**src/rtl/lcd_seq_pkg.sv**
```systemverilog
// Package: shared constants and decode helpers for the LCD frame sequencer.
// Assumes at most four commons and a 2-bit mode code.
package lcd_seq_pkg;

    localparam int NUM_COM = 4;

    typedef enum logic [1:0] {
        MUX_STATIC = 2'b00,
        MUX_HALF   = 2'b01,
        MUX_THIRD  = 2'b10,
        MUX_QUART  = 2'b11
    } mux_mode_e;

    // Number of commons driven in a mode, minus one.
    function automatic logic [1:0] last_com(input logic [1:0] mode);
        return mode;
    endfunction

    // Per-phase multiplier applied on top of the prescaler.
    function automatic logic [2:0] phase_mult(input logic [1:0] mode);
        case (mode)
            MUX_STATIC: return 3'd4;
            MUX_HALF:   return 3'd2;
            default:    return 3'd1;
        endcase
    endfunction

    // Mask of commons in use for a mode.
    function automatic logic [NUM_COM-1:0] used_mask(input logic [1:0] mode);
        case (mode)
            MUX_STATIC: return 4'b0001;
            MUX_HALF:   return 4'b0011;
            MUX_THIRD:  return 4'b0111;
            default:    return 4'b1111;
        endcase
    endfunction

endpackage

```
**src/rtl/lcd_timebase.sv**
```systemverilog
// Module: phase timebase. Counts source clocks within a phase and the
// common index within a frame; latches mode and prescaler only at frame
// boundaries. Assumes en low acts as a hold-in-reset.
module lcd_timebase
    import lcd_seq_pkg::*;
#(
    parameter int PRE_W    = 4,
    parameter int TICK_DIV = 32
) (
    input  logic             clk,
    input  logic             rst_n,
    input  logic             en,
    input  logic [1:0]       mode_sel,
    input  logic [PRE_W-1:0] presc_sel,
    output logic [1:0]       mode_q,
    output logic [1:0]       com_idx,
    output logic             phase_vld,
    output logic             frame_start
);
    localparam int MAX_LEN = 4 * (2 ** PRE_W) * TICK_DIV;
    localparam int CNT_W   = $clog2(MAX_LEN + 1);

    logic [PRE_W-1:0] presc_q;
    logic [CNT_W-1:0] cnt;
    logic [CNT_W-1:0] phase_len;
    logic             phase_end;
    logic             frame_end;

    // Phase length from latched mode and prescaler.
    always_comb begin
        phase_len = CNT_W'(phase_mult(mode_q)) * (CNT_W'(presc_q) + CNT_W'(1))
                  * CNT_W'(TICK_DIV);
        phase_end = (cnt == phase_len - CNT_W'(1));
        frame_end = phase_end && (com_idx == last_com(mode_q));
    end

    // Advance cycle counter and common index; reload settings per frame.
    always_ff @(posedge clk) begin
        if (!rst_n || !en) begin
            cnt     <= '0;
            com_idx <= '0;
            mode_q  <= mode_sel;
            presc_q <= presc_sel;
        end else if (frame_end) begin
            cnt     <= '0;
            com_idx <= '0;
            mode_q  <= mode_sel;
            presc_q <= presc_sel;
        end else if (phase_end) begin
            cnt     <= '0;
            com_idx <= com_idx + 2'd1;
        end else begin
            cnt     <= cnt + CNT_W'(1);
        end
    end

    // Strobes at the first cycle of each phase / frame.
    always_comb begin
        phase_vld   = en && (cnt == '0);
        frame_start = phase_vld && (com_idx == 2'd0);
    end

    AST_IDX_IN_MODE: assert property (@(posedge clk) disable iff (!rst_n)
        en |-> com_idx <= last_com(mode_q)) else $error("idx range");
    AST_CNT_BOUND: assert property (@(posedge clk) disable iff (!rst_n)
        en |-> cnt < phase_len) else $error("cnt bound");
    AST_MODE_HOLD: assert property (@(posedge clk) disable iff (!rst_n)
        (en && !frame_end) |=> (mode_q == $past(mode_q))) else $error("mode hold");
    AST_PRESC_HOLD: assert property (@(posedge clk) disable iff (!rst_n)
        (en && !frame_end) |=> (presc_q == $past(presc_q))) else $error("presc hold");

endmodule

```
**src/rtl/lcd_pix_store.sv**
```systemverilog
// Module: pixel store, one row per common, one bit per segment.
// Host row port writes/reads any row; display port reads active row.
// Assumes single write port, synchronous reset clears all rows.
module lcd_pix_store
    import lcd_seq_pkg::*;
#(
    parameter int NUM_SEG = 8
) (
    input  logic               clk,
    input  logic               rst_n,
    input  logic               pix_we,
    input  logic [1:0]         pix_wcom,
    input  logic [NUM_SEG-1:0] pix_wdata,
    input  logic [1:0]         pix_rcom,
    output logic [NUM_SEG-1:0] pix_rdata,
    input  logic [1:0]         disp_com,
    output logic [NUM_SEG-1:0] disp_row
);
    logic [NUM_SEG-1:0] rows [NUM_COM];

    for (genvar r = 0; r < NUM_COM; r++) begin : g_row
        // Row r register: cleared on reset, loaded on matching write.
        always_ff @(posedge clk) begin
            if (!rst_n) begin
                rows[r] <= '0;
            end else if (pix_we && (pix_wcom == 2'(r))) begin
                rows[r] <= pix_wdata;
            end
        end
    end

    // Read multiplexers for host and display.
    always_comb begin
        pix_rdata = rows[pix_rcom];
        disp_row  = rows[disp_com];
    end

endmodule

```
**src/rtl/lcd_pin_ctrl.sv**
```systemverilog
// Module: pin function control. Holds the segment enable register and
// produces direction overrides for segment and common pins.
// Assumes reset puts every pin back to normal I/O.
module lcd_pin_ctrl
    import lcd_seq_pkg::*;
#(
    parameter int NUM_SEG = 8
) (
    input  logic               clk,
    input  logic               rst_n,
    input  logic               seg_en_we,
    input  logic [NUM_SEG-1:0] seg_en_wdata,
    input  logic [NUM_COM-1:0] com_used,
    output logic [NUM_SEG-1:0] seg_en_q,
    output logic [NUM_COM-1:0] com_dir_ovr
);
    // Segment enable register.
    always_ff @(posedge clk) begin
        if (!rst_n) begin
            seg_en_q <= '0;
        end else if (seg_en_we) begin
            seg_en_q <= seg_en_wdata;
        end
    end

    // Commons in use take over their pins.
    always_comb com_dir_ovr = com_used;

    AST_SEG_EN_RESET: assert property (@(posedge clk)
        !rst_n |=> seg_en_q == '0) else $error("seg_en reset");

endmodule

```
**src/rtl/lcd_frame_seq.sv**
```systemverilog
// Module: LCD multiplexed frame sequencer top. Ties the timebase, pixel
// store and pin control together and gates outputs with the enable.
// Assumes a single clock domain driven by the slow source clock.
module lcd_frame_seq
    import lcd_seq_pkg::*;
#(
    parameter int NUM_SEG  = 8,
    parameter int PRE_W    = 4,
    parameter int TICK_DIV = 32
) (
    input  logic               clk,
    input  logic               rst_n,
    input  logic               en,
    input  logic [1:0]         mode_sel,
    input  logic [PRE_W-1:0]   presc_sel,
    input  logic               pix_we,
    input  logic [1:0]         pix_wcom,
    input  logic [NUM_SEG-1:0] pix_wdata,
    input  logic [1:0]         pix_rcom,
    output logic [NUM_SEG-1:0] pix_rdata,
    input  logic               seg_en_we,
    input  logic [NUM_SEG-1:0] seg_en_wdata,
    output logic [3:0]         com_act,
    output logic [3:0]         com_used,
    output logic [3:0]         com_dir_ovr,
    output logic [NUM_SEG-1:0] seg_row,
    output logic [NUM_SEG-1:0] seg_drv_en,
    output logic               phase_vld,
    output logic               frame_start
);
    logic [1:0]         mode_q;
    logic [1:0]         com_idx;
    logic [NUM_SEG-1:0] disp_row;
    logic [NUM_SEG-1:0] seg_en_q;

    lcd_timebase #(.PRE_W(PRE_W), .TICK_DIV(TICK_DIV)) u_tb (
        .clk         (clk),
        .rst_n       (rst_n),
        .en          (en),
        .mode_sel    (mode_sel),
        .presc_sel   (presc_sel),
        .mode_q      (mode_q),
        .com_idx     (com_idx),
        .phase_vld   (phase_vld),
        .frame_start (frame_start)
    );

    lcd_pix_store #(.NUM_SEG(NUM_SEG)) u_store (
        .clk       (clk),
        .rst_n     (rst_n),
        .pix_we    (pix_we),
        .pix_wcom  (pix_wcom),
        .pix_wdata (pix_wdata),
        .pix_rcom  (pix_rcom),
        .pix_rdata (pix_rdata),
        .disp_com  (com_idx),
        .disp_row  (disp_row)
    );

    lcd_pin_ctrl #(.NUM_SEG(NUM_SEG)) u_pins (
        .clk          (clk),
        .rst_n        (rst_n),
        .seg_en_we    (seg_en_we),
        .seg_en_wdata (seg_en_wdata),
        .com_used     (com_used),
        .seg_en_q     (seg_en_q),
        .com_dir_ovr  (com_dir_ovr)
    );

    // Output gating: commons and segments quiet while disabled.
    always_comb begin
        com_act    = en ? (4'b0001 << com_idx) : 4'b0000;
        com_used   = en ? used_mask(mode_q) : 4'b0000;
        seg_row    = en ? (disp_row & seg_en_q) : '0;
        seg_drv_en = seg_en_q;
    end

    AST_COM_ONEHOT: assert property (@(posedge clk) disable iff (!rst_n)
        en |-> $onehot(com_act)) else $error("onehot");
    AST_COM_IN_USED: assert property (@(posedge clk) disable iff (!rst_n)
        (com_act & ~com_dir_ovr) == 4'b0000) else $error("unused com");
    AST_OFF_QUIET: assert property (@(posedge clk) disable iff (!rst_n)
        !en |-> (com_act == 4'b0000 && seg_row == '0 && !phase_vld)) else $error("quiet");
    AST_FS_WITH_VLD: assert property (@(posedge clk) disable iff (!rst_n)
        frame_start |-> (phase_vld && com_act == 4'b0001)) else $error("fs");
    AST_SEG_MASKED: assert property (@(posedge clk) disable iff (!rst_n)
        (seg_row & ~seg_drv_en) == '0) else $error("seg mask");

endmodule

```
**config.mk**
```make
export PLATFORM = sky130hd
export DESIGN_NAME = lcd_frame_seq
export DESIGN_NICKNAME = d
export VERILOG_FILES = /design/src/rtl/lcd_seq_pkg.sv /design/src/rtl/lcd_timebase.sv /design/src/rtl/lcd_pix_store.sv /design/src/rtl/lcd_pin_ctrl.sv /design/src/rtl/lcd_frame_seq.sv
export SDC_FILE = /design/constraint.sdc
export NUM_CORES = 1
export LEC_CHECK = 0
export ABC_AREA = 1
export CORE_ASPECT_RATIO = 1.4
export CORE_MARGIN = 2
export CORE_UTILIZATION = 34
export DETAILED_ROUTE_END_ITERATION = 7
export PLACE_DENSITY_LB_ADDON = 0.2
export SETUP_SLACK_MARGIN = 0.3
export SLEW_MARGIN = 30
export SYNTH_ARGS = -nofsm -noshare
export SYNTH_HDL_FRONTEND = slang
export SYNTH_SLANG_ARGS = --single-unit
```
**constraint.sdc**
```tcl
create_clock -name clk -period 5.5 [get_ports clk]
set_input_delay 0.825 -clock clk [delete_from_list [all_inputs] [get_ports clk]]
set_output_delay 0.825 -clock clk [all_outputs]
set_load 0.02 [all_outputs]
```
# ---- After elaboration in Yosys (flattened, before gate mapping)
# Memories as Yosys holds them, arrays and structs flattened. A register that Yosys moved wholly into a read port is not among the register bits.
# Cells that the tools add are included.
dict set report op_classes {
  addsub 4
  mul 1
  eq_ne 7
  shifts 1
  n_mux 28
  bitwise_logic 5
  n_reduce_logical 17
}
# operator count
set ops {}
lappend ops {{two-way mux 8 bit} 5}
lappend ops {{two-way mux 4 bit} 4}
lappend ops {{two-way mux 1 bit} 13}
lappend ops {{adder 12 x 1 -> 12 bit (second input constant)} 1}
lappend ops {{equality test 12 bit} 1}
lappend ops {{zero test 12 bit} 1}
lappend ops {{multiplier 3 x 12 -> 7 bit} 1}
lappend ops {{one-hot mux 4 bit (3 select lines)} 1}
lappend ops {{subtractor 12 x 1 -> 12 bit (second input constant)} 1}
lappend ops {{AND 8 bit} 1}
lappend ops {{two-way mux 2 bit} 4}
lappend ops {{logical AND 1 bit} 7}
lappend ops {{equality test 2 bit (second input constant)} 3}
lappend ops {{zero test 2 bit} 3}
lappend ops {{one-hot mux 3 bit (2 select lines)} 1}
lappend ops {{adder 4 x 1 -> 5 bit (second input constant)} 1}
lappend ops {{equality test 2 x 1 -> 1 bit (second input constant)} 2}
lappend ops {{OR 1 bit} 4}
lappend ops {{left shift 1 x 2 -> 4 bit (first input constant)} 1}
lappend ops {{OR reduction 3 bit} 1}
lappend ops {{adder 2 x 1 -> 2 bit (second input constant)} 1}
lappend ops {{equality test 2 bit} 1}
lappend ops {{zero test 1 bit} 2}
lappend ops {{nonzero test 2 bit} 1}
lappend ops {{2 further kinds} 2}
dict set report word_totals {
  regBits 28
  ram_bits 32
  in_bits 31
  out_inout_bits 38
  wordCells 69
  memories 1
}
# name depth word_bits rd rd_ports_with_merged_regs wr line_no
set mem_list {}
lappend mem_list {u_store.rows 4 8 2 1 4 lcd_pix_store.sv:19} ;# logic [NUM_SEG-1:0] rows [NUM_COM];

# ---- Logic depth before layout (Yosys ltp)
dict set report logic_depth {
  ltp_word 8
  ltp_mapped 22
  mapped_depth_nobuf 22
}

# ---- Modules after synthesis
# Synthesis repeated with hierarchy kept, for this count alone.
dict set report hier_totals {
  hier_cells 578
  hier_area_um2 4078.9
}
# mod instances cells_per_inst area_per_inst_um2 seq_area_each_um2
set modules_own_cells {}
lappend modules_own_cells {lcd_pix_store 1 245 1891.8 960.9}
lappend modules_own_cells {lcd_timebase 1 246 1674.1 460.4}
lappend modules_own_cells {lcd_pin_ctrl 1 55 386.6 160.2}
lappend modules_own_cells {lcd_frame_seq 1 32 126.4 0.0}

# ---- Worst setup path after synthesis
# No wires, ideal clock.
dict set report synth_path {
  kind {register to register}
  startpoint {reg u_tb.presc_q[0]}
  endpoint {reg u_tb.mode_q[0], enable pin}
  setup_ns 0.314
  arrival_ns 3.088
  required_time_ns 5.186
  slack_ns 2.098
  stages_incl_launch_ff 20
  n_path_buf 0
  period_less_slack_ns 3.402
  cell_sequence {edfxtp_1 > ha_1 > xor2_1 > inv_1 > nor2_1 > fa_1 > ha_1 > inv_1 > fa_1 > nand3_1 > inv_1 > nand2_2 > nand3_1 > nand2_1 > nand2_2 > nor2_4 > nand3_4 > nand2_4 > nand2_2 > inv_1}
}
dict set report synth_via {
  elab_chain_len 6
}
# element line_no
set synth_rtl {}
lappend synth_rtl {{from (decl)} lcd_timebase.sv:23} ;# logic [PRE_W-1:0] presc_q;
lappend synth_rtl {{from (signal assigned)} lcd_timebase.sv:43} ;# presc_q <= presc_sel;
lappend synth_rtl {{from (signal assigned)} lcd_timebase.sv:48} ;# presc_q <= presc_sel;
lappend synth_rtl {{adder 4 x 1 -> 5 bit} lcd_timebase.sv:31} ;# phase_len = CNT_W'(phase_mult(mode_q)) * (CNT_W'(presc_q) + CNT_W'(1))
lappend synth_rtl {{multiplier 3 x 12 -> 7 bit} lcd_timebase.sv:31}
lappend synth_rtl {{subtractor 12 x 1 -> 12 bit} lcd_timebase.sv:33} ;# phase_end = (cnt == phase_len - CNT_W'(1));
lappend synth_rtl {{equality test 12 bit} lcd_timebase.sv:33}
lappend synth_rtl {{logical AND 1 bit} lcd_timebase.sv:34} ;# frame_end = phase_end && (com_idx == last_com(mode_q));
lappend synth_rtl {{nonzero test 2 bit (no source line)} -}
lappend synth_rtl {{to (signal assigned)} lcd_timebase.sv:42} ;# mode_q <= mode_sel;
lappend synth_rtl {{to (signal assigned)} lcd_timebase.sv:47} ;# mode_q <= mode_sel;
lappend synth_rtl {{to (decl)} lcd_timebase.sv:15} ;# output logic [1:0] mode_q,
# No other way between the ends.
# A chain may end at the register's enable or synchronous reset.

# ---- Final worst setup path
dict set report layout_path {
  startpoint {in pix_rcom[0]}
  endpoint {out pix_rdata[2]}
}
dict set report layout_via {
  elab_chain_len 1
}
# element line_no
set layout_rtl {}
lappend layout_rtl {{from (decl)} lcd_frame_seq.sv:19} ;# input logic [1:0] pix_rcom,
lappend layout_rtl {{memory (4 x 8 bit)} -}
lappend layout_rtl {{to (decl)} lcd_frame_seq.sv:20} ;# output logic [NUM_SEG-1:0] pix_rdata,
# No other way between the ends.

==> flow_summary.toml <==
[sta]
fin_tns_setup_ns = 0
finalHoldViolations = 0
rsz0062_at_grt = "no"
finClkSkew_ns = 0.007174
setup_viol = 0
setup_slack_ns = 1.580
slew_headroom_pct = 60.11
fin_crit_sh_pct = 71.28
drv_slew = 0
post-route-min-period_ns = 3.920
fmax_mhz = 255.1
worst_slew_pin_slew_ns = 0.5965

[place]
gp_congestion = 0.8565
io_buffers = 68
dp_hpwl_um = 7629
dp_slack_ns = 1.633

[critical_path]
required_ns = 4.68
path_max_fanout = 17
cpMaxStageDelayCell = "clkdlybuf4s50_1"
cp_cell_sequence = "clkdlybuf4s50_1 -> inv_1 -> o21ai_0 -> o22ai_1 -> clkdlybuf4s50_1"
max_stage_delay_ns = 0.72
path_buf_inv = 3
criticalPathCategory = "input pin to output pin"
cp_top_family = "buffers and inverters"
crit_path_frequent_cell = "clkdlybuf4s50_1"
start_kind = "input pin"
worstPathArrival_ns = 3.10
cp-end-kind = "output pin"

[worst_hold_path]
min_path_type = "flop to flop"

[clock_network]
clock_sinks = 62
ctsResizeCount = 0
clk_pin_slew_worst_paths_ns = 0.05
cts.path.max_buffers = 2
cts_max_level = 3
cts_hold_buf = 0
cts_root_buffer = "clkbuf_16"
post_cts_buffers = 0
cts_buffers = 9
worstSkewPairLatency_ns = 0.32
tritoncts = "done"

[synth]
synth_top_area_share_pct = 30.01
ys_seq_area_share_pct = 42.65
yosysWarnings = 0
yosys_register_bits = 62
synth_cells = 491
ys.flop_type = "edfxtp_1"
synth_edf_count = 38
yosys-top-cells-area = "edfxtp_1 (30%), dfxtp_1 (13%), nand2_1 (9.5%), nor2_1 (9.0%), inv_1 (6.5%)"
syn_area_um2 = 3802
yosys.area.top_type = "edfxtp_1"
ys_async_sr_fraction_pct = 0
synth.distinct_cells = 33
avgSynthCellArea_um2 = 7.744
synth_nets = 540

[job]
cap_violations = 0

[global_route]
gr-total-overflow = 0
grt_max_degree = 18
grt_pass1_wl_um = 15500
grt_usage_pct = 16.82
antenna_found_initial = 0
grt_pass1_vias = 3349

[routing]
drt_first_pass_iters = 7
drtIter0Drc = 129
ant_nets = 0
via_count = 3315
wl_per_cell_um = 13.87
drc = 0
route.met2.wl_um = 5260
top_layer_used = "met4"
met3_length_um = 488
wl_um = 9711
via_per_inst = 4.736
wl_met1_um = 3742

[floorplan]
die_area_um2 = 12060
die_height_um = 129.1
die_x_um = 93.38
core_area_um2 = 10870
row_count = 45
start_util_pct = 34.99
ioPinCount = 69

[cells_and_area]
final_nets = 603
diodes = 0
drive_gt1_share_pct = 7.156
multi_input_area_um2 = 1804
fillers = 1086
synthToLayoutAreaGrowth_pct = 27.41
post-route-util_pct = 44.58
register_area_um2 = 1622

[pwr]
powerDensity_nw_per_um2 = 277.8
ir_worst_vdd_v = 0.0001682
p_leak_nw = 2.067

[outcome]
outcome = "completed"
-- layout by cell type (no fill, tap or decap), types with 2 or more instances in the layout --
master,n
a21oi_1,18
dfxtp_1,24
o21ai_0,34
nand4_1,8
nand3_1,25
clkdlybuf4s50_1,68
nor3_1,4
nand2_2,6
nor2_2,9
inv_2,2
nand2_4,3
xor2_1,10
o22ai_1,8
nor2_1,91
nor2_4,2
fa_1,4
xnor2_1,4
clkbuf_1,5
ha_1,14
clkbuf_16,9
nand2_1,96
inv_1,66
edfxtp_1,38
-- state kept, by name, indices dropped and copies added (netlist names), named ones only --
signal and count:
u_pins.seg_en_q 8, u_store.rows 32, u_tb.cnt 12, u_tb.com_idx 2, u_tb.mode_q 2, u_tb.presc_q 4
-- cells by family (layout without fill, tap and decap cells) --
logic type                 count (synthesis)  after routing  share of synthesized area [%]
AOI/OAI and AO/OA                         62             62                          8.819
DFF                                       62             62                          42.65
and+or+nand+nor                          248            248                          28.69
adders and majority gates                 18             18                          6.713
buffers and inverters                     87            155                          9.905
xor gates and xnor gates                  14             14                          3.225
-- per-layer routing --
layer  vias up  global-route usage, %
met5         -                      0
met4         0                  8.045
met3        15                  3.779
met2        87                  32.42
met1      1521                  16.73
li1       1692                      -
-- power by group --
| group | switching, mW | internal [mW] |
|---|---|---|
| Clock | 0.181 | 0.363 |
| Sequential | 0.0189 | 0.522 |
| Combinational | 0.156 | 0.105 |
-- through the flow --
stage / std cells / hold WS, ns / cell area, µm² / power (mW)
finish: 700 / 0.4681 / 4845 / 1.346
detailed placement: 684 / 0.4668 / 4557 / 0.8104
CTS: 700 / 0.4774 / 4845 / 1.357
floorplan: 491 / 0.4272 / 3802 / 0.7143
global route: 700 / 0.4877 / 4845 / 1.406
global placement: 684 / 0.4403 / 4557 / 0.8073
-- worst paths after layout --
kind / cells past startpoint / from / slack, ns / endpoint
setup / recovery: 5 / pix_rcom[0] / 1.58 / pix_rdata[2]
hold / removal: 1 / u_tb.cnt[0] / 0.47 / u_tb.cnt[0]
setup reg to reg: 19 / u_tb.presc_q[0] / 1.63 / u_tb.mode_q[0]
hold reg to reg: 1 / u_tb.cnt[0] / 0.47 / u_tb.cnt[0]
-- Yosys cell counts, types with 2 or more instances --
cell type	instances
a21oi_1	18
buf_4	5
clkbuf_1	9
dfxtp_1	24
edfxtp_1	38
fa_1	4
ha_1	14
inv_1	66
inv_2	2
nand2_1	96
nand2_2	6
nand2_4	3
nand3_1	25
nand4_1	8
nor2_1	91
nor2_2	9
nor2_4	2
nor3_1	4
o21ai_0	34
o22ai_1	8
xnor2_1	4
xor2_1	10
-- cell type report --
type,instances,area share [%]
well taps,141,3.642
repair buffers,68,14.05
clock inverters,1,0.6198
clock buffers,15,5.320
multi-input cells,342,37.24
flip-flops and latches,62,33.47
inverters,71,5.656
(Power assumes the default switching activity.)
